## src/rtl/rxf_pkg.sv

```systemverilog
package rxf_pkg;

    localparam int ADDR_BYTES = 6;
    localparam logic [31:0] CRC_POLY = 32'h04C1_1DB7;
    localparam logic [31:0] CRC_SEED = 32'hFFFF_FFFF;

    typedef enum logic [1:0] {
        DST_UCAST = 2'd0,
        DST_MCAST = 2'd1,
        DST_BCAST = 2'd2
    } dst_kind_e;

    typedef struct packed {
        logic accept;
        logic bcast;
        logic mcast;
        logic too_long;
    } verdict_t;

    // One byte into an MSB-first CRC register, byte fed least significant bit first.
    function automatic logic [31:0] crc_step(input logic [31:0] c, input logic [7:0] b);
        logic [31:0] r;
        logic        fb;
        r = c;
        for (int i = 0; i < 8; i++) begin
            fb = r[31] ^ b[i];
            r  = {r[30:0], 1'b0};
            if (fb) r = r ^ CRC_POLY;
        end
        return r;
    endfunction

endpackage

```

## src/rtl/rxf_len_track.sv

```systemverilog
module rxf_len_track #(
    parameter int LEN_W = 16
) (
    input  logic             clk,
    input  logic             rst,
    input  logic             beat,
    input  logic             sof,
    output logic [LEN_W-1:0] pos,
    output logic [LEN_W-1:0] len_now
);
    localparam logic [LEN_W-1:0] SAT = '1;

    logic [LEN_W-1:0] cnt_q;

    assign pos     = sof ? '0 : cnt_q;
    assign len_now = (pos == SAT) ? SAT : pos + 1'b1;

    always_ff @(posedge clk) begin
        if (rst)       cnt_q <= '0;
        else if (beat) cnt_q <= len_now;
    end
endmodule

```

## src/rtl/rxf_dest_capture.sv

```systemverilog
module rxf_dest_capture
    import rxf_pkg::*;
#(
    parameter int LEN_W = 16
) (
    input  logic                    clk,
    input  logic                    rst,
    input  logic                    beat,
    input  logic [LEN_W-1:0]        pos,
    input  logic [7:0]              data,
    output logic [ADDR_BYTES*8-1:0] dest,
    output logic [31:0]             crc
);
    logic [31:0] crc_q;
    logic        in_hdr;

    assign in_hdr = beat && (pos < LEN_W'(ADDR_BYTES));
    assign crc    = crc_q;

    for (genvar k = 0; k < ADDR_BYTES; k++) begin : g_lane
        logic [7:0] lane_q;
        always_ff @(posedge clk) begin
            if (rst)                                lane_q <= '0;
            else if (in_hdr && pos == LEN_W'(k))    lane_q <= data;
        end
        assign dest[(ADDR_BYTES-1-k)*8 +: 8] = lane_q;
    end

    always_ff @(posedge clk) begin
        if (rst)         crc_q <= CRC_SEED;
        else if (in_hdr) crc_q <= crc_step((pos == '0) ? CRC_SEED : crc_q, data);
    end
endmodule

```

## src/rtl/rxf_decide.sv

```systemverilog
module rxf_decide
    import rxf_pkg::*;
#(
    parameter int LEN_W     = 16,
    parameter int MIN_LEN   = 10,
    parameter int RUNT_LEN  = 64,
    parameter int STD_MAX   = 1518,
    parameter int JUMBO_MAX = 9216,
    parameter int FCS_LEN   = 4
) (
    input  logic [ADDR_BYTES*8-1:0] dest,
    input  logic [31:0]             crc,
    input  logic [LEN_W-1:0]        len,
    input  logic [15:0]             station_hi,
    input  logic [31:0]             station_lo,
    input  logic [31:0]             hash_lo,
    input  logic [31:0]             hash_hi,
    input  logic                    ctl_promisc,
    input  logic                    ctl_bcast_ok,
    input  logic                    ctl_allmc,
    input  logic                    ctl_hash_en,
    input  logic                    ctl_runt_ok,
    input  logic                    ctl_jumbo,
    output verdict_t                verdict
);
    localparam int STD_LIMIT   = STD_MAX + FCS_LEN;
    localparam int JUMBO_LIMIT = JUMBO_MAX + FCS_LEN;

    dst_kind_e        kind;
    logic [5:0]       hidx;
    logic             hash_hit;
    logic             addr_ok;
    logic             len_ok;
    logic [LEN_W:0]   len_fcs;
    logic [LEN_W:0]   limit;

    assign hidx     = crc[31:26];
    assign hash_hit = hidx[5] ? hash_hi[hidx[4:0]] : hash_lo[hidx[4:0]];

    always_comb begin
        if (&dest)                          kind = DST_BCAST;
        else if (dest[(ADDR_BYTES-1)*8])    kind = DST_MCAST;
        else                                kind = DST_UCAST;
    end

    always_comb begin
        if (ctl_promisc) addr_ok = 1'b1;
        else begin
            unique case (kind)
                DST_BCAST: addr_ok = ctl_bcast_ok;
                DST_MCAST: addr_ok = ctl_allmc || (ctl_hash_en && hash_hit);
                default:   addr_ok = (dest == {station_hi, station_lo});
            endcase
        end
    end

    assign len_ok  = (len >= LEN_W'(MIN_LEN)) && (ctl_runt_ok || len >= LEN_W'(RUNT_LEN));
    assign len_fcs = {1'b0, len} + (LEN_W+1)'(FCS_LEN);
    assign limit   = ctl_jumbo ? (LEN_W+1)'(JUMBO_LIMIT) : (LEN_W+1)'(STD_LIMIT);

    always_comb begin
        verdict.accept   = len_ok && addr_ok;
        verdict.bcast    = verdict.accept && (kind == DST_BCAST);
        verdict.mcast    = verdict.accept && (kind == DST_MCAST);
        verdict.too_long = verdict.accept && (len_fcs > limit);
    end
endmodule

```

## src/rtl/rx_addr_filter.sv

```systemverilog
module rx_addr_filter
    import rxf_pkg::*;
#(
    parameter int LEN_W     = 16,
    parameter int MIN_LEN   = 10,
    parameter int RUNT_LEN  = 64,
    parameter int STD_MAX   = 1518,
    parameter int JUMBO_MAX = 9216,
    parameter int FCS_LEN   = 4
) (
    input  logic        clk,
    input  logic        rst,
    input  logic        in_valid,
    input  logic        in_sof,
    input  logic        in_eof,
    input  logic [7:0]  in_byte,
    input  logic [15:0] station_hi,
    input  logic [31:0] station_lo,
    input  logic [31:0] hash_lo,
    input  logic [31:0] hash_hi,
    input  logic        ctl_promisc,
    input  logic        ctl_bcast_ok,
    input  logic        ctl_allmc,
    input  logic        ctl_hash_en,
    input  logic        ctl_runt_ok,
    input  logic        ctl_jumbo,
    output logic        out_valid,
    output logic        out_accept,
    output logic        out_bcast,
    output logic        out_mcast,
    output logic        out_too_long
);
    logic [LEN_W-1:0]        pos;
    logic [LEN_W-1:0]        len_now;
    logic [ADDR_BYTES*8-1:0] dest;
    logic [31:0]             crc;
    verdict_t                verdict;
    verdict_t                res_q;
    logic                    valid_q;
    logic                    last_beat;

    assign last_beat = in_valid && in_eof;

    rxf_len_track #(.LEN_W(LEN_W)) u_len (
        .clk(clk), .rst(rst), .beat(in_valid), .sof(in_sof),
        .pos(pos), .len_now(len_now)
    );

    rxf_dest_capture #(.LEN_W(LEN_W)) u_dst (
        .clk(clk), .rst(rst), .beat(in_valid), .pos(pos), .data(in_byte),
        .dest(dest), .crc(crc)
    );

    rxf_decide #(
        .LEN_W(LEN_W), .MIN_LEN(MIN_LEN), .RUNT_LEN(RUNT_LEN),
        .STD_MAX(STD_MAX), .JUMBO_MAX(JUMBO_MAX), .FCS_LEN(FCS_LEN)
    ) u_dec (
        .dest(dest), .crc(crc), .len(len_now),
        .station_hi(station_hi), .station_lo(station_lo),
        .hash_lo(hash_lo), .hash_hi(hash_hi),
        .ctl_promisc(ctl_promisc), .ctl_bcast_ok(ctl_bcast_ok),
        .ctl_allmc(ctl_allmc), .ctl_hash_en(ctl_hash_en),
        .ctl_runt_ok(ctl_runt_ok), .ctl_jumbo(ctl_jumbo),
        .verdict(verdict)
    );

    always_ff @(posedge clk) begin
        if (rst) begin
            valid_q <= 1'b0;
            res_q   <= '0;
        end else begin
            valid_q <= last_beat;
            res_q   <= last_beat ? verdict : '0;
        end
    end

    assign out_valid    = valid_q;
    assign out_accept   = res_q.accept;
    assign out_bcast    = res_q.bcast;
    assign out_mcast    = res_q.mcast;
    assign out_too_long = res_q.too_long;
endmodule

```

## config.mk

```make
export PLATFORM = sky130hd
export DESIGN_NAME = rx_addr_filter
export DESIGN_NICKNAME = d
export VERILOG_FILES = /design/src/rtl/rxf_pkg.sv /design/src/rtl/rxf_len_track.sv /design/src/rtl/rxf_dest_capture.sv /design/src/rtl/rxf_decide.sv /design/src/rtl/rx_addr_filter.sv
export SDC_FILE = /design/constraint.sdc
export NUM_CORES = 1
export LEC_CHECK = 0
export BUFFER_PORTS_ARGS = -buffer_cell sky130_fd_sc_hd__buf_2
export CAP_MARGIN = 15
export CORE_AREA = 2 2 129 131
export CTS_BUF_LIST = sky130_fd_sc_hd__clkbuf_16
export CTS_CLUSTER_DIAMETER = 30
export CTS_CLUSTER_SIZE = 24
export DETAILED_ROUTE_END_ITERATION = 6
export DIE_AREA = 0 0 131 133
export PLACE_DENSITY_LB_ADDON = 0.05
export SLEW_MARGIN = 20
export SYNTH_ARGS = -nofsm -noshare
export SYNTH_HDL_FRONTEND = slang
export SYNTH_SLANG_ARGS = --single-unit
```

## constraint.sdc

```tcl
create_clock -name clk -period 5.05 [get_ports clk]
set_input_delay 0.7575 -clock clk [delete_from_list [all_inputs] [get_ports clk]]
set_output_delay 0.7575 -clock clk [all_outputs]
set_load 0.03 [all_outputs]
```

After elaboration in Yosys (flattened, before gate mapping):

Index checks and enable logic that the tools add are counted.

* magnitude comparators: 5
* equal/unequal tests: 9
* muxes and demuxes: 35
* bitwise logic cells: 17
* add/subtract/negate cells: 2
* reductions and logical operators: 19

Operator list (number)
* $mux 32: 15
* $mux 27: 8
* $not 14->14: 8
* $eq 48x48->1: 1
* $reduce_and 48->1: 1
* $eq 16x2->1 const B: 2
* $eq 16x3->1 const B: 2
* $mux 16: 2
* $add 16x3->17 const B: 1
* $gt 17x17->1: 1
* $add 16x1->16 const B: 1
* $eq 16x1->1 const B: 1
* $eq 16x16->1 const B: 1
* $ge 16x4->1 const B: 1
* $ge 16x7->1 const B: 1
* $logic_not 16->1: 1
* $lt 16x3->1 const B: 1
* $logic_and 1x1->1: 14
* $mux 14: 1
* $bmux 1 s5: 2
* $xor 1x1->1: 8
* $lt 5x6->1 const B: 1
* $mux 1: 5
* $eq 2x1->1 const B: 1
* other kinds (6): 7

* logic and storage cells: 100
* output and inout bits: 5
* bits in registers: 101
* bits of input ports: 131

Logic depth before layout (Yosys ltp):

Gate-level depths: netlist of run 1.

* depth in word-level cells: 33
* depth in mapped cells: 24
* depth with buffers taken out: 20

Hierarchy:

A second synthesis of run 1 with hierarchy kept.

* cells, all modules: 876
* area total of the unflattened synthesis: 7414.6 um2

By module, submodules not included
* rxf_dest_capture: seq. area each 1601.5 um2, cells each 471, times used 1, area an instance 4032.6 um2
* rxf_decide: seq. area each 0.0 um2, cells each 210, times used 1, area an instance 1823.0 um2
* rxf_len_track: seq. area each 320.3 um2, cells each 185, times used 1, area an instance 1408.9 um2
* rx_addr_filter: seq. area each 100.1 um2, cells each 10, times used 1, area an instance 150.1 um2

Worst setup path after synthesis of run 1:

No wires, ideal clock.

* path type: input-to-reg
* start: input in_sof
* end: register res_q, in the netlist out_too_long
* library setup time: 0.086 ns
* arrival: 4.449 ns
* buffers on the path: 3
* cell stages on the path: 22
* path slack: 0.515 ns
* data required time: 4.964 ns
* path through: buf_1 -> inv_1 -> nand2_1 -> inv_1 -> ha_1 -> buf_2 -> nand3_1 -> or4_4 -> or2_1 -> and2_1 -> inv_1 -> ha_1 -> clkbuf_1 -> o221ai_1 -> ha_1 -> o21ai_0 -> a21oi_1 -> o21a_1 -> o21ai_0 -> a22oi_1 -> o22ai_1 -> a211oi_1

* word-level cells in the longest chain between the ends: 8
* elaborated cells on any way between the ends: 12
* those cells by class: add/sub: 2; order compare: 3; eq/ne: 1; mux: 2; reduce/logical: 4

Ends and longest elaborated chain
* start: declaration: RTL line rx_addr_filter.sv:14 `input logic in_sof,`
* $mux 16 *: RTL line rxf_len_track.sv:15 `assign pos = sof ? '0 : cnt_q;`
* $add 16x1->16 / $eq 16x16->1 (equally long branches): RTL line rxf_len_track.sv:16 `assign len_now = (pos == SAT) ? SAT : pos + 1'b1;`
* $mux 16 *: RTL line rxf_len_track.sv:16
* named net len_now[2]: RTL line rx_addr_filter.sv:34 `logic [LEN_W-1:0] len_now;`
* parallel branches: the longest is 4 deep, another holds $add 16x3->17
* $logic_and 1x1->1 *: RTL line rxf_decide.sv:65 `verdict.too_long = verdict.accept && (len_fcs > limit);`
* end signal: assignment: RTL line rx_addr_filter.sv:73 `res_q <= last_beat ? verdict : '0;`
* end: declaration: RTL line rx_addr_filter.sv:38 `verdict_t res_q;`

Mark *: on every way through the listed nets, which the timed path passes.
A chain may end at the register's enable or synchronous reset.

Final worst setup path of run 1:

Ends and elaborated chain as after synthesis.

==> results of run 1 <==
cell type report:
type | instances | area, µm² | area share, %
clock inverters | 7 | 73.8 | 0.912
inverters | 12 | 45.0 | 0.556
clock buffers | 9 | 225 | 2.78
multi-input cells | 640 | 4720 | 58.3
well taps | 220 | 275 | 3.40
repair buffers | 143 | 736 | 9.09
flip-flops and latches | 101 | 2020 | 25.0
synthesized netlist by cell type, drive strengths merged (18+ instances only):
| cell | count |
|---|---|
| xnor2 | 54 |
| nand3 | 27 |
| dfxtp | 101 |
| a21oi | 59 |
| xor2 | 75 |
| clkbuf | 38 |
| mux4 | 18 |
| nor3 | 19 |
| nand2 | 84 |
| nand4 | 25 |
| a211oi | 20 |
| o211ai | 18 |
| nor4 | 24 |
| mux2i | 29 |
| buf | 21 |
| nor2 | 81 |
tightest hold or removal path, delay by kind of cell, from the launching register on:
kind / cells / cell delay [ns]
AOI/OAI and AO/OA: 2 / 0.12
DFF: 1 / 0.33
state kept, by name, summed over array words and instances (netlist names):
name	count
u_dst.g_lane.lane_q	48
out_accept	1
u_len.cnt_q	16
out_valid	1
out_bcast	1
out_too_long	1
u_dst.crc	32
out_mcast	1
stage by stage:
| stage | util [%] | hold WS, ns | setup slack [ns] | cells |
|---|---|---|---|---|
| after detailed placement | 48.2 | 0.466 | 0.279 | 1116 |
| after global placement | 48.2 | 0.449 | 0.402 | 1116 |
| after global routing | 50.1 | 0.502 | 0.195 | 1132 |
| final | 50.1 | 0.477 | 0.600 | 1132 |
| after CTS | 50.1 | 0.483 | 0.643 | 1132 |
| after floorplan | - | 0.440 | 0.515 | 813 |
how the worst min path moves through the flow:
stage	from	to	slack [ns]
floorplan	u_dst.crc[5]$_SDFFE_PP1P_	u_dst.crc[5]$_SDFFE_PP1P_	0.44
global placement	u_dst.crc[6]$_SDFFE_PP1P_	u_dst.crc[6]$_SDFFE_PP1P_	0.45
detailed placement	u_dst.crc[6]$_SDFFE_PP1P_	u_dst.crc[6]$_SDFFE_PP1P_	0.47
CTS	u_dst.crc[6]$_SDFFE_PP1P_	u_dst.crc[6]$_SDFFE_PP1P_	0.48
global route	u_dst.g_lane[4].lane_q[0]$_SDFFE_PP0P_	u_dst.g_lane[4].lane_q[0]$_SDFFE_PP0P_	0.50
finish	u_dst.crc[5]$_SDFFE_PP1P_	u_dst.crc[5]$_SDFFE_PP1P_	0.48
per-layer routing:
layer  part of all wire [%]  global-route usage (%)  up-vias
met5                      0                       0        -
met4                    1.5                    6.03        0
met3                    5.2                    4.00       29
li1                       -                       -     3072
met2                     48                    39.4      195
met1                     46                    32.0     3003
layout by cell type (no fill, tap or decap), types with 4 or more instances in the layout:
master,count
xor2_1,72
dfxtp_1,100
a21oi_1,58
and4_1,6
o211ai_1,17
clkbuf_16,9
xnor2_1,45
nor3_1,19
a21o_1,4
o31ai_1,4
o21ai_0,10
nor2b_1,4
buf_4,8
mux4_2,18
and3_1,4
buf_2,135
inv_1,12
a211oi_1,14
a211oi_4,4
xnor2_4,6
and2_1,7
ha_1,14
nor2_1,81
nand3_1,27
nor4_1,23
nand2_1,84
nand4_1,25
mux2i_1,29
power by group through the flow:
stage / clock, W / sequential, W / combinational, W
finish: 0.000718 / 0.000926 / 0.000755
global route: 0.000765 / 0.000936 / 0.000824
CTS: 0.000735 / 0.000926 / 0.000758
detailed placement: 0 / 0.000944 / 0.000753
global placement: 0 / 0.000942 / 0.000743
floorplan: 0 / 0.000900 / 0.000622
cell families after synthesis:
family | count (synthesis)
flip-flops | 101
adder cells (fa/ha/maj) | 14
XOR/XNOR | 132
buffers and inverters | 72
AO/OA/AOI/OAI | 143
multiplexers | 48
AND/OR/NAND/NOR | 303
==> summary.md, run 1 <==
| Metric | Value |
|---|---|
| R2R Setup Slk | a little under 0.9 ns |
| Static Leak | 3.33 nW |
| Slowest cell on crit path | or4_4 |
| YS warnings | 0 |
| Total Die Area | 0.0174 mm² |
| CTS buffer count | 9 |
| Nets@finish | 1052 |
| Worst-Skew Late Latency | around 0.35 ns |
| Switching part of the total | 33.0% |
| Mapped Nets | 958 |
| Number of global-route vias before repair | between 6000 and 7000 |
| Worst rel slew slack | a little under two fifths |
| Die width | 131 µm |
| Initial DRC count | a little under 500 |
| DRC | 0 |
| Core area | 0.0162 mm² |
| Wire per inst | 18.1 µm |
| Synth cell types | 74 |
| Worst EP required | around 5.3 ns |
| Post-DR vias/cell | roughly 5.6 |
| CP endpoint | out_too_long$_SDFF_PP0_ |
| Status | finished clean |
| Main combinational cell family by area after synthesis | simple AND/OR/NAND/NOR gates |
| Highest clock rate | 225 MHz |
| Total net switching power | ~0.0008 W |
| Simple-Gate Fraction of Synth Area | 20.7% |
| Clk pwr share | 29.9% |
| Die H | 133 µm |
| R2r endpoint | out_too_long$_SDFF_PP0_ |
| Synth top area cells | dfxtp_1 28%, xor2_1 8.9%, mux4_2 5.7% |
| CP Class | primary input to register |
| Hold_buf cts | 0 |
| Largest fanout on the critical path | 23 |
| Asr flop ratio synth | 0% |
| PwrDens | about 300 mW/mm² |
| Gr usage total | 23.8% |
| H-tree Lvls | 3 |
| CTS tree | yes |
| CTS sink count | 101 |
| Clk_skew | 0.00849 ns |
| Worst Setup Start Kind | primary input |
| Crit-path cells | buf_2 -> inv_1 -> nand2_1 -> inv_1 -> ha_1 -> nand3_1 -> or4_4 -> or2_1 -> and2_1 -> inv_1 -> ha_1 -> o221ai_1 -> ha_1 -> o21ai_0 -> a21oi_1 -> o21a_1 -> o21ai_0 -> a22oi_1 -> o22ai_1 -> a211oi_1 |
| Crit. path cell count | 20 |
| Hold Path Stages | 2 |
| Final wirelength | just over 20000 µm |
| Sequential share of power | 38.6% |
| Routability Congestion | approximately 0.9 |
| Vias | 6299 |
| Clock transition at path regs | 0.07 ns |
| RSZ-0062 raised after global routing | false |
| Arrival time worst endpoint | 4.72 ns |
| CP delay by family, top | simple AND/OR/NAND/NOR gates |
| Initial core utilization | 44.0% |
| Buf/Inv on CP | 4 |
| Core Rows | 47 |
| Endpoint class of the critical path | register |
| Yosys top cell by area | dfxtp_1 |
| First-pass detailed-route iteration total | 7 |
| GRT overflow | 0 |
| CP Launch Point | in_sof |
| Cell Area, Placed | between 0.007 and 0.008 mm² |
| Mux share of post-synthesis cell area | 9.94% |
| Final worst path period need | 4.45 ns |
| Adder-cell share of the synthesized area | 2.46% |
| First-pass GRT wire length | about 33000 µm |
| Layout cells sized above 1 | 23.1% |
| Final Hold Fails | 0 |
| Post-CTS Resized | 0 |
| Synth Area per Inst | 8.75 µm² |
| Gate power share | 31.5% |
| Seq/Total Area, Yosys | between 20 and 30% |
| # IOs | 136 |
| Internal power | 0.00161 W |
| Post-route ant nets | 0 |
| Launching point of the worst reg2reg path | u_len.cnt_q[0]$_SDFFE_PP0P_ |
| Largest net degree at the start of global routing | 84 |
| Fin area | 0.00810 mm² |
| Post-synth top area share | 28.4% |
| Mapped Cells | ~810 |
| Xor and xnor area share after synthesis | 19.2% |
| Post-DP HPWL | approximately 15000 µm |
| Hold Path Class | register to register |
| Clk buf depth | 2 |
| Total power | 0.00240 W |
| Count of pins over their slew limit | 0 |
| Worst path max stage delay | just under 0.6 ns |
| Max_cap viols | 0 |
| Tcrit/Tclk final | 88.1% |
| Measured slew at the worst slew-check pin | 0.937 ns |
| Antenna diodes | 0 |
| Setup tns final | 0 ns |
| Final setup vio count | 0 |
| Compound-cell area share of the yosys netlist | 13.9% |
| Number of setup buffers added after CTS | 0 |
| Post-synth EDFFs | 0 |
| I/O Buffers | between 100 and 150 |
| Synthesized flop and latch total | 101 |
| Syn Std Cell Area | 0.00711 mm² |
| Area growth syn-to-layout | 13.8% |
| Initial antenna violation count | 0 |
| Filler cell count | ~1600 |
| Post-synth top flop | dfxtp_1 |
| Root Driver | clkbuf_16 |
| Worst vdd ir | between 200 and 250 µV |
| Reg2Reg Depth | 17 |
(Power assumes the default switching activity.)
==> run 2: changes to the inputs <==
--- a/config.mk
+++ b/config.mk
@@ -5,14 +5,15 @@
 export SDC_FILE = /design/constraint.sdc
 export NUM_CORES = 1
 export LEC_CHECK = 0
+export ABC_AREA = 1
 export BUFFER_PORTS_ARGS = -buffer_cell sky130_fd_sc_hd__buf_2
 export CAP_MARGIN = 15
-export CORE_AREA = 2 2 129 131
+export CORE_AREA = 2 2 133 135
 export CTS_BUF_LIST = sky130_fd_sc_hd__clkbuf_16
-export CTS_CLUSTER_DIAMETER = 30
+export CTS_CLUSTER_DIAMETER = 100
 export CTS_CLUSTER_SIZE = 24
 export DETAILED_ROUTE_END_ITERATION = 6
-export DIE_AREA = 0 0 131 133
+export DIE_AREA = 0 0 135 137
 export PLACE_DENSITY_LB_ADDON = 0.05
 export SLEW_MARGIN = 20
 export SYNTH_ARGS = -nofsm -noshare
==> run 2 against run 1 <==
Against the previous run:
- register-to-register slack better by 0.55 ns
- first-iteration DRC count rose by 2.1%
- count of clock-buffer cells in the layout did not move
- utilization is 0.14 points higher
- worst hold slack worse by 0.0031 ns
- synthesized cell count rose by 42%
- clock power fell by 1%
- flip-flop and latch count is the same
- critical path depth grew 1
==> summary.md, run 2 <==
| Metric | Value |
|---|---|
| Asr flop ratio synth | 0% (unchanged) |
| GRT overflow | 0 (unchanged) |
| Number of global-route vias before repair | 6884 (was 6231) |
| YS warnings | 0 (unchanged) |
| Die H | 137 µm (was 133 µm) |
| First-pass GRT wire length | 35300 µm (was 32600 µm) |
| DRC | 0 (unchanged) |
| Seq/Total Area, Yosys | 26.9% (was 28.4%) |
| Fin cells | 1491 (was 1132) |
| Initial core utilization | 44.0% (about the same) |
| PwrDens | 263 mW/mm² (was 296 mW/mm²) |
| Synthesized flop and latch total | 101 (unchanged) |
| Hold_buf cts | 0 (unchanged) |
| R2r endpoint | out_too_long$_SDFF_PP0_ (unchanged) |
| Worst EP required | 5.35 ns (was 5.32 ns) |
| Biggest register | u_dst.g_lane.lane_q (unchanged) |
| Worst rel slew slack | 36.8% (was 37.5%) |
| Worst Setup Start Kind | primary input (unchanged) |
| Final worst path period need | 3.83 ns (was 4.45 ns) |
| Crit. path cell count | 21 (was 20) |
| Most repeated cell in the gate-level netlist after synthesis | nand2_1 (was dfxtp_1) |
| Core Rows | 48 (was 47) |
| Die width | 135 µm (was 131 µm) |
| Setup tns final | 0 ns (unchanged) |
| Wire per inst | 14.9 µm (was 18.1 µm) |
| CTS tree | yes (unchanged) |
| Yosys top cell by area | dfxtp_1 (unchanged) |
| CP Launch Point | in_sof (unchanged) |
| Worst-Skew Late Latency | 0.36 ns (was 0.35 ns) |
| I/O Buffers | 135 (unchanged) |
| Fin Hold WS | 0.474 ns (was 0.477 ns) |
| Vias | 7621 (was 6299) |
| Initial antenna violation count | 0 (unchanged) |
| H-tree Lvls | 3 (unchanged) |
| Post-route ant nets | 0 (unchanged) |
| Buf/Inv on CP | 1 (was 4) |
| Tcrit/Tclk final | 75.9% (was 88.1%) |
| Max reg flops | 48 (unchanged) |
| Total Die Area | 0.0185 mm² (was 0.0174 mm²) |
| CP delay by family, top | simple AND/OR/NAND/NOR gates (unchanged) |
| CTS sink count | 101 (unchanged) |
| Sequential share of power | 39.0% (was 38.6%) |
| Max_cap viols | 0 (unchanged) |
| Area growth syn-to-layout | 14.1% (was 13.8%) |
| Commonest cells after routing, fill and taps aside | 265 x nand2_1, 148 x nor2_1, 135 x buf_2 (was 135 x buf_2, 100 x dfxtp_1, 84 x nand2_1) |
| Clk_skew | 0.00853 ns (was 0.00849 ns) |
| Most common cell after layout, fill and taps aside | nand2_1 (was buf_2) |
| Mapped Nets | 1302 (was 958) |
| Synth top area cells | dfxtp_1 27%, nand2_1 13%, nor2_1 7.4% (was dfxtp_1 28%, xor2_1 8.9%, mux4_2 5.7%) |
| Final setup vio count | 0 (unchanged) |
| Synth cell types | 46 (was 74) |
| Crit-path cells | buf_2 -> nor2_1 -> ha_1 -> nand2_1 -> nor2_8 -> nand2_1 -> nor2_1 -> nand2_2 -> nand3_1 -> nand2_1 -> nor2_4 -> nand2_1 -> nor3_1 -> xor2_1 -> ha_1 -> nand3_1 -> nor2_2 -> nand2_1 -> nor2_1 -> nor2_1 -> nor2_1 (was buf_2 -> inv_1 -> nand2_1 -> inv_1 -> ha_1 -> nand3_1 -> or4_4 -> or2_1 -> and2_1 -> inv_1 -> ha_1 -> o221ai_1 -> ha_1 -> o21ai_0 -> a21oi_1 -> o21a_1 -> o21ai_0 -> a22oi_1 -> o22ai_1 -> a211oi_1) |
| Mapped Cells | 1157 (was 813) |
| Root Driver | clkbuf_16 (unchanged) |
| Commonest cells post-synth | 265 x nand2_1, 148 x nor2_1, 104 x nand3_1, 101 x dfxtp_1, 95 x a21oi_1 (was 101 x dfxtp_1, 84 x nand2_1, 81 x nor2_1, 72 x xor2_1, 58 x a21oi_1) |
| Worst vdd ir | 184 µV (was 248 µV) |
| Endpoint class of the critical path | register (unchanged) |
| Switching part of the total | 36.4% (was 33.0%) |
| Reg2Reg Depth | 21 (was 17) |
| # IOs | 136 (unchanged) |
| Final wirelength | 22200 µm (was 20500 µm) |
| Syn Std Cell Area | 0.00751 mm² (was 0.00711 mm²) |
| Total power | 0.00225 W (was 0.00240 W) |
| Static Leak | 4.01 nW (was 3.33 nW) |
| Post-synth top area share | 26.9% (was 28.4%) |
| Hold Path Stages | 2 (unchanged) |
| Post-CTS Resized | 0 (unchanged) |
| Number of setup buffers added after CTS | 0 (unchanged) |
| Clock transition at path regs | 0.08 ns (was 0.07 ns) |
| Clk pwr share | 31.6% (was 29.9%) |
| Highest clock rate | 261 MHz (was 225 MHz) |
| Gate power share | 29.4% (was 31.5%) |
| Post-DP HPWL | 16800 µm (was 15400 µm) |
| First-pass detailed-route iteration total | 5 (was 7) |
| Final core utilization | 50.2% (was 50.1%) |
| Internal power | 0.00143 W (was 0.00161 W) |
| Total net switching power | 0.000819 W (was 0.000792 W) |
| Post-DR vias/cell | 5.11 (was 5.56) |
| Launching point of the worst reg2reg path | u_len.cnt_q[0]$_SDFFE_PP0P_ (unchanged) |
| RSZ-0062 raised after global routing | false (unchanged) |
| Dpl cells | 1475 (was 1116) |
| R2R Setup Slk | 1.44 ns (was 0.89 ns) |
| Arrival time worst endpoint | 4.13 ns (was 4.72 ns) |
| Status | finished clean (unchanged) |
| Antenna diodes | 0 (unchanged) |
| Post-synth EDFFs | 0 (unchanged) |
| Worst path max stage delay | 0.35 ns (was 0.59 ns) |
| Gr usage total | 24.1% (was 23.8%) |
| Measured slew at the worst slew-check pin | 0.942 ns (was 0.937 ns) |
| Clk buf depth | 2 (unchanged) |
| Layout cells sized above 1 | 18.8% (was 23.1%) |
| Hold Path Class | register to register (unchanged) |
| Initial DRC count | 496 (was 486) |
| Count of pins over their slew limit | 0 (unchanged) |
| Post-synth top flop | dfxtp_1 (unchanged) |
| Largest net degree at the start of global routing | 61 (was 84) |
| CP Class | primary input to register (unchanged) |
| Nets@finish | 1406 (was 1052) |
| Largest fanout on the critical path | 14 (was 23) |
| CP endpoint | out_too_long$_SDFF_PP0_ (unchanged) |
| Slowest cell on crit path | nor2_1 (was or4_4) |
| CTS buffer count | 9 (unchanged) |
| Synth Area per Inst | 6.49 µm² (was 8.75 µm²) |
| Final Hold Fails | 0 (unchanged) |
| Core area | 0.0171 mm² (was 0.0162 mm²) |
| Routability Congestion | 0.894 (was 0.908) |
run 2: worst min-delay path by stage:
stage / end / slack [ns] / start
final: u_dst.crc[10]$_SDFFE_PP1P_ / 0.47 / u_dst.crc[10]$_SDFFE_PP1P_
after floorplan: u_dst.crc[18]$_SDFFE_PP1P_ / 0.43 / u_dst.crc[18]$_SDFFE_PP1P_
after detailed placement: u_dst.crc[10]$_SDFFE_PP1P_ / 0.45 / u_dst.crc[10]$_SDFFE_PP1P_
after global placement: u_dst.crc[18]$_SDFFE_PP1P_ / 0.45 / u_dst.crc[18]$_SDFFE_PP1P_
after global routing: u_dst.crc[7]$_SDFFE_PP1P_ / 0.49 / u_dst.crc[7]$_SDFFE_PP1P_
after CTS: u_dst.crc[19]$_SDFFE_PP1P_ / 0.47 / u_dst.crc[19]$_SDFFE_PP1P_
run 2: layout make-up:
cell class / count / area (µm²)
clock buffers: 9 / 225
clock inverters: 7 / 78.8
fillers: 1859 / 8490
inverters: 109 / 409
multi-input cells: 902 / 4850
flip-flops and latches: 101 / 2020
well taps: 225 / 282
repair buffers: 138 / 698
run 2: cell families after synthesis:
group / synth area share (%)
buf+inv: 8.45
xor+xnor: 10.5
compound gates: 12.0
simple gates: 39.8
flops: 26.9
fa+ha+maj: 2.33
run 2: power groups by stage:
stage / registers (W) / clock network [W] / logic [W]
global placement: 0.000896 / 0 / 0.000660
detailed placement: 0.000897 / 0 / 0.000662
finish: 0.000878 / 0.000711 / 0.000662
floorplan: 0.000880 / 0 / 0.000503
global route: 0.000884 / 0.000757 / 0.000745
CTS: 0.000878 / 0.000732 / 0.000666
run 2: worst register-to-register path: stages, from the launching register on:
cell	delay [ns]
dfxtp_1	0.35
inv_1	0.08
nor2_1	0.30
ha_1	0.30
nand2_1	0.16
nor2_8	0.17
nand2_1	0.08
nor2_1	0.11
nand2_2	0.24
nand3_1	0.29
nand2_1	0.15
nor2_4	0.19
nand2_1	0.09
nor3_1	0.18
xor2_1	0.10
ha_1	0.28
nand3_1	0.09
nor2_2	0.13
nand2_1	0.07
nor2_1	0.09
nor2_1	0.04
nor2_1	0.06
run 2: per-stage QoR:
stage / setup WS [ns] / cell area (µm²)
6_report: 1.22 / 8560
2_1_floorplan: 1.53 / 7510
3_5_place_dp: 0.891 / 8260
5_1_grt: 0.880 / 8560
3_3_place_gp: 1.00 / 8260
4_1_cts: 1.25 / 8560
run 2: metal layers:
metal  GRT usage (%)  share of wire, %
met5               0                 0
met4            6.89               1.6
met3            2.74               4.0
met2            40.7                46
met1            32.4                48
==> run 3: changes to the inputs <==
==> constraint.sdc (replaced) <==
create_clock -name clk -period 3.3 [get_ports clk]
set_input_delay 0.495 -clock clk [delete_from_list [all_inputs] [get_ports clk]]
set_output_delay 0.495 -clock clk [all_outputs]
set_load 0.03 [all_outputs]
==> run 3 against run 2 <==
Against the previous run:
- final area grew 4.6%
- sequential share of layout area shrank 1.0 points
- register-to-register slack lost 1.2 ns
- worst setup slack lost 1.0 ns
- critical path depth grew 1
- first-iteration DRC count shrank 6.3%
- worst hold slack lost 0.086 ns
- non-clock buffer count grew 50
- combinational power grew 60%
- sequential power grew 53%
- clock power grew 58%
- wire length grew 2.1%
- critical endpoint unchanged
- largest cell class unchanged
==> summary.md, run 3 (synthesis results as in run 2) <==
| Metric | Value |
|---|---|
| Status | finished clean (unchanged) |
| Fin Hold WS | 0.388 ns (was 0.474 ns) |
| Post-CTS Resized | 0 (unchanged) |
| Gate power share | 30.2% (was 29.4%) |
| Worst-Skew Late Latency | 0.36 ns (about the same) |
| CTS buffer count | 9 (unchanged) |
| Worst path max stage delay | 0.39 ns (was 0.35 ns) |
| Sequential share of power | 37.9% (was 39.0%) |
| Number of global-route vias before repair | 7274 (was 6884) |
| I/O Buffers | 135 (unchanged) |
| Final worst path period need | 3.08 ns |
| Final WS setup | 0.217 ns (was 1.22 ns) |
| GRT overflow | 0 (unchanged) |
| Largest net degree at the start of global routing | 64 (was 61) |
| CP Class | register to register (was primary input to register) |
| First-pass detailed-route iteration total | 4 (was 5) |
| Wire per inst | 14.7 µm (was 14.9 µm) |
| Commonest cells after routing, fill and taps aside | 264 x nand2_1, 147 x nor2_1, 135 x buf_2 (was 265 x nand2_1, 148 x nor2_1, 135 x buf_2) |
| Total net switching power | 0.00123 W (was 0.000819 W) |
| Routability Congestion | 0.934 (was 0.894) |
| Filler cell count | 1816 (was 1859) |
| Gr usage total | 24.6% (was 24.1%) |
| Nets@finish | 1456 (was 1406) |
| Clock transition at path regs | 0.07 ns (was 0.08 ns) |
| CP delay by family, top | simple AND/OR/NAND/NOR gates (unchanged) |
| Worst rel slew slack | 44.0% (was 36.8%) |
| Worst EP required | 3.56 ns (was 5.35 ns) |
| Measured slew at the worst slew-check pin | 0.839 ns (was 0.942 ns) |
| Die H | 137 µm (unchanged) |
| Core Rows | 48 (unchanged) |
| Count of pins over their slew limit | 0 (unchanged) |
| Initial antenna violation count | 0 (unchanged) |
| Max_cap viols | 0 (unchanged) |
| Most common cell after layout, fill and taps aside | nand2_1 (unchanged) |
| Final setup vio count | 0 (unchanged) |
| Endpoint class of the critical path | register (unchanged) |
| Area growth syn-to-layout | 19.4% (was 14.1%) |
| Final core utilization | 52.5% (was 50.2%) |
| Internal power | 0.00229 W (was 0.00143 W) |
| Pre-CTS WS | -0.0682 ns (was 0.891 ns) |
| Crit-path cells | inv_1 -> nor2_1 -> ha_1 -> nand2_2 -> nor2_8 -> nand2_1 -> nor2_1 -> nand2_4 -> buf_4 -> nand3_2 -> nand2_1 -> nor2_4 -> nand2_1 -> nor3_2 -> xor2_1 -> ha_1 -> nand3_1 -> nor2_2 -> nand2_1 -> nand2_1 -> nor2_1 -> nor2_1 (was buf_2 -> nor2_1 -> ha_1 -> nand2_1 -> nor2_8 -> nand2_1 -> nor2_1 -> nand2_2 -> nand3_1 -> nand2_1 -> nor2_4 -> nand2_1 -> nor3_1 -> xor2_1 -> ha_1 -> nand3_1 -> nor2_2 -> nand2_1 -> nor2_1 -> nor2_1 -> nor2_1) |
| H-tree Lvls | 3 (unchanged) |
| Post-route ant nets | 0 (unchanged) |
| Max reg flops | 48 (unchanged) |
| Initial core utilization | 44.0% (unchanged) |
| CP dominant cell by count | nand2_1 |
| Post-DR vias/cell | 5.04 (was 5.11) |
| Tcrit/Tclk final | 93.4% |
| Number of setup buffers added after CTS | 0 (unchanged) |
| Hold Path Class | primary input to register (was register to register) |
| Arrival time worst endpoint | 3.34 ns (was 4.13 ns) |
| First-pass GRT wire length | 36300 µm (was 35300 µm) |
| Final wirelength | 22700 µm (was 22200 µm) |
| Static Leak | 4.28 nW (was 4.01 nW) |
| Vias | 7759 (was 7621) |
| Largest fanout on the critical path | 11 (was 14) |
| # IOs | 136 (unchanged) |
| Die width | 135 µm (unchanged) |
| Initial DRC count | 465 (was 496) |
| Worst Setup Start Kind | register (was primary input) |
| Biggest register | u_dst.g_lane.lane_q (unchanged) |
| Layout cells sized above 1 | 22.1% (was 18.8%) |
| Dpl cells | 1525 (was 1475) |
| CTS sink count | 101 (unchanged) |
| CTS tree | yes (unchanged) |
| Hold_buf cts | 0 (unchanged) |
| PwrDens | 393 mW/mm² (was 263 mW/mm²) |
| Buf/Inv on CP | 2 (was 1) |
| Slowest cell on crit path | dfxtp_1 (was nor2_1) |
| Fin cells | 1541 (was 1491) |
| Worst vdd ir | 268 µV (was 184 µV) |
| Setup tns final | 0 ns (unchanged) |
| Total Die Area | 0.0185 mm² (unchanged) |
| Highest clock rate | 324 MHz |
| Post-DP HPWL | 17500 µm (was 16800 µm) |
| Clk pwr share | 31.8% (was 31.6%) |
| Clk_skew | 0.00699 ns (was 0.00853 ns) |
| Root Driver | clkbuf_16 (unchanged) |
| Core area | 0.0171 mm² (unchanged) |
| DRC | 0 (unchanged) |
| Final Hold Fails | 0 (unchanged) |
| Clk buf depth | 2 (unchanged) |
| Switching part of the total | 34.9% (was 36.4%) |
| Antenna diodes | 0 (unchanged) |
==> run 3: cell types whose count changed in the layout (fill, tap and decap cells not counted), moves of 2 or more <==
cell | previous run | this run
buf_4 | 3 | 53
o21ai_1 | 5 | 7
o21ai_0 | 50 | 48
inv_8 | 2 | 0
inv_6 | 0 | 2
==> run 3: layout make-up <==
cell class	count	area (µm²)	area share (%)
inverters	109	409	4.57
clock inverters	7	83.8	0.936
flip-flops and latches	101	2020	22.6
multi-input cells	902	4860	54.3
repair buffers	188	1070	12.0
well taps	225	282	3.14
clock buffers	9	225	2.51
==> run 3: power groups by stage <==
| stage | registers (W) | logic [W] | clock network [W] |
|---|---|---|---|
| floorplan | 0.00135 | 0.000769 | 0 |
| global route | 0.00134 | 0.00120 | 0.00120 |
| CTS | 0.00134 | 0.00107 | 0.00115 |
| detailed placement | 0.00136 | 0.00107 | 0 |
| finish | 0.00134 | 0.00106 | 0.00112 |
| global placement | 0.00136 | 0.00106 | 0 |
==> run 3: path summary, 6_finish.rpt <==
check / from / to / slack, ns / cells after the start
worst max-delay path: u_len.cnt_q[1]$_SDFFE_PP0P_ / out_too_long$_SDFF_PP0_ / 0.22 / 22
worst min register to register: u_dst.crc[18]$_SDFFE_PP1P_ / u_dst.crc[18]$_SDFFE_PP1P_ / 0.47 / 2
worst max register to register: u_len.cnt_q[1]$_SDFFE_PP0P_ / out_too_long$_SDFF_PP0_ / 0.22 / 22
worst min-delay path: in_eof / out_valid$_SDFF_PP0_ / 0.39 / 3
==> run 3: stage by stage <==
stage | cell area [µm²] | total power, W
floorplan | 7510 | 0.00212
detailed placement | 8640 | 0.00243
CTS | 8940 | 0.00356
global placement | 8640 | 0.00243
global route | 8960 | 0.00374
finish | 8960 | 0.00352
==> run 3: routing by layer <==
metal	vias up	track usage (%)	share of wire, %
li1	4062	-	-
met4	0	6.02	1.8
met3	29	3.33	5.0
met2	183	42.8	47
met5	-	0	0
met1	3485	32.4	47
==> run 3: tightest hold or removal path, stage by stage <==
cell and delay, ns:
buf_2 0.09, nand2_1 0.06, nor2_1 0.05
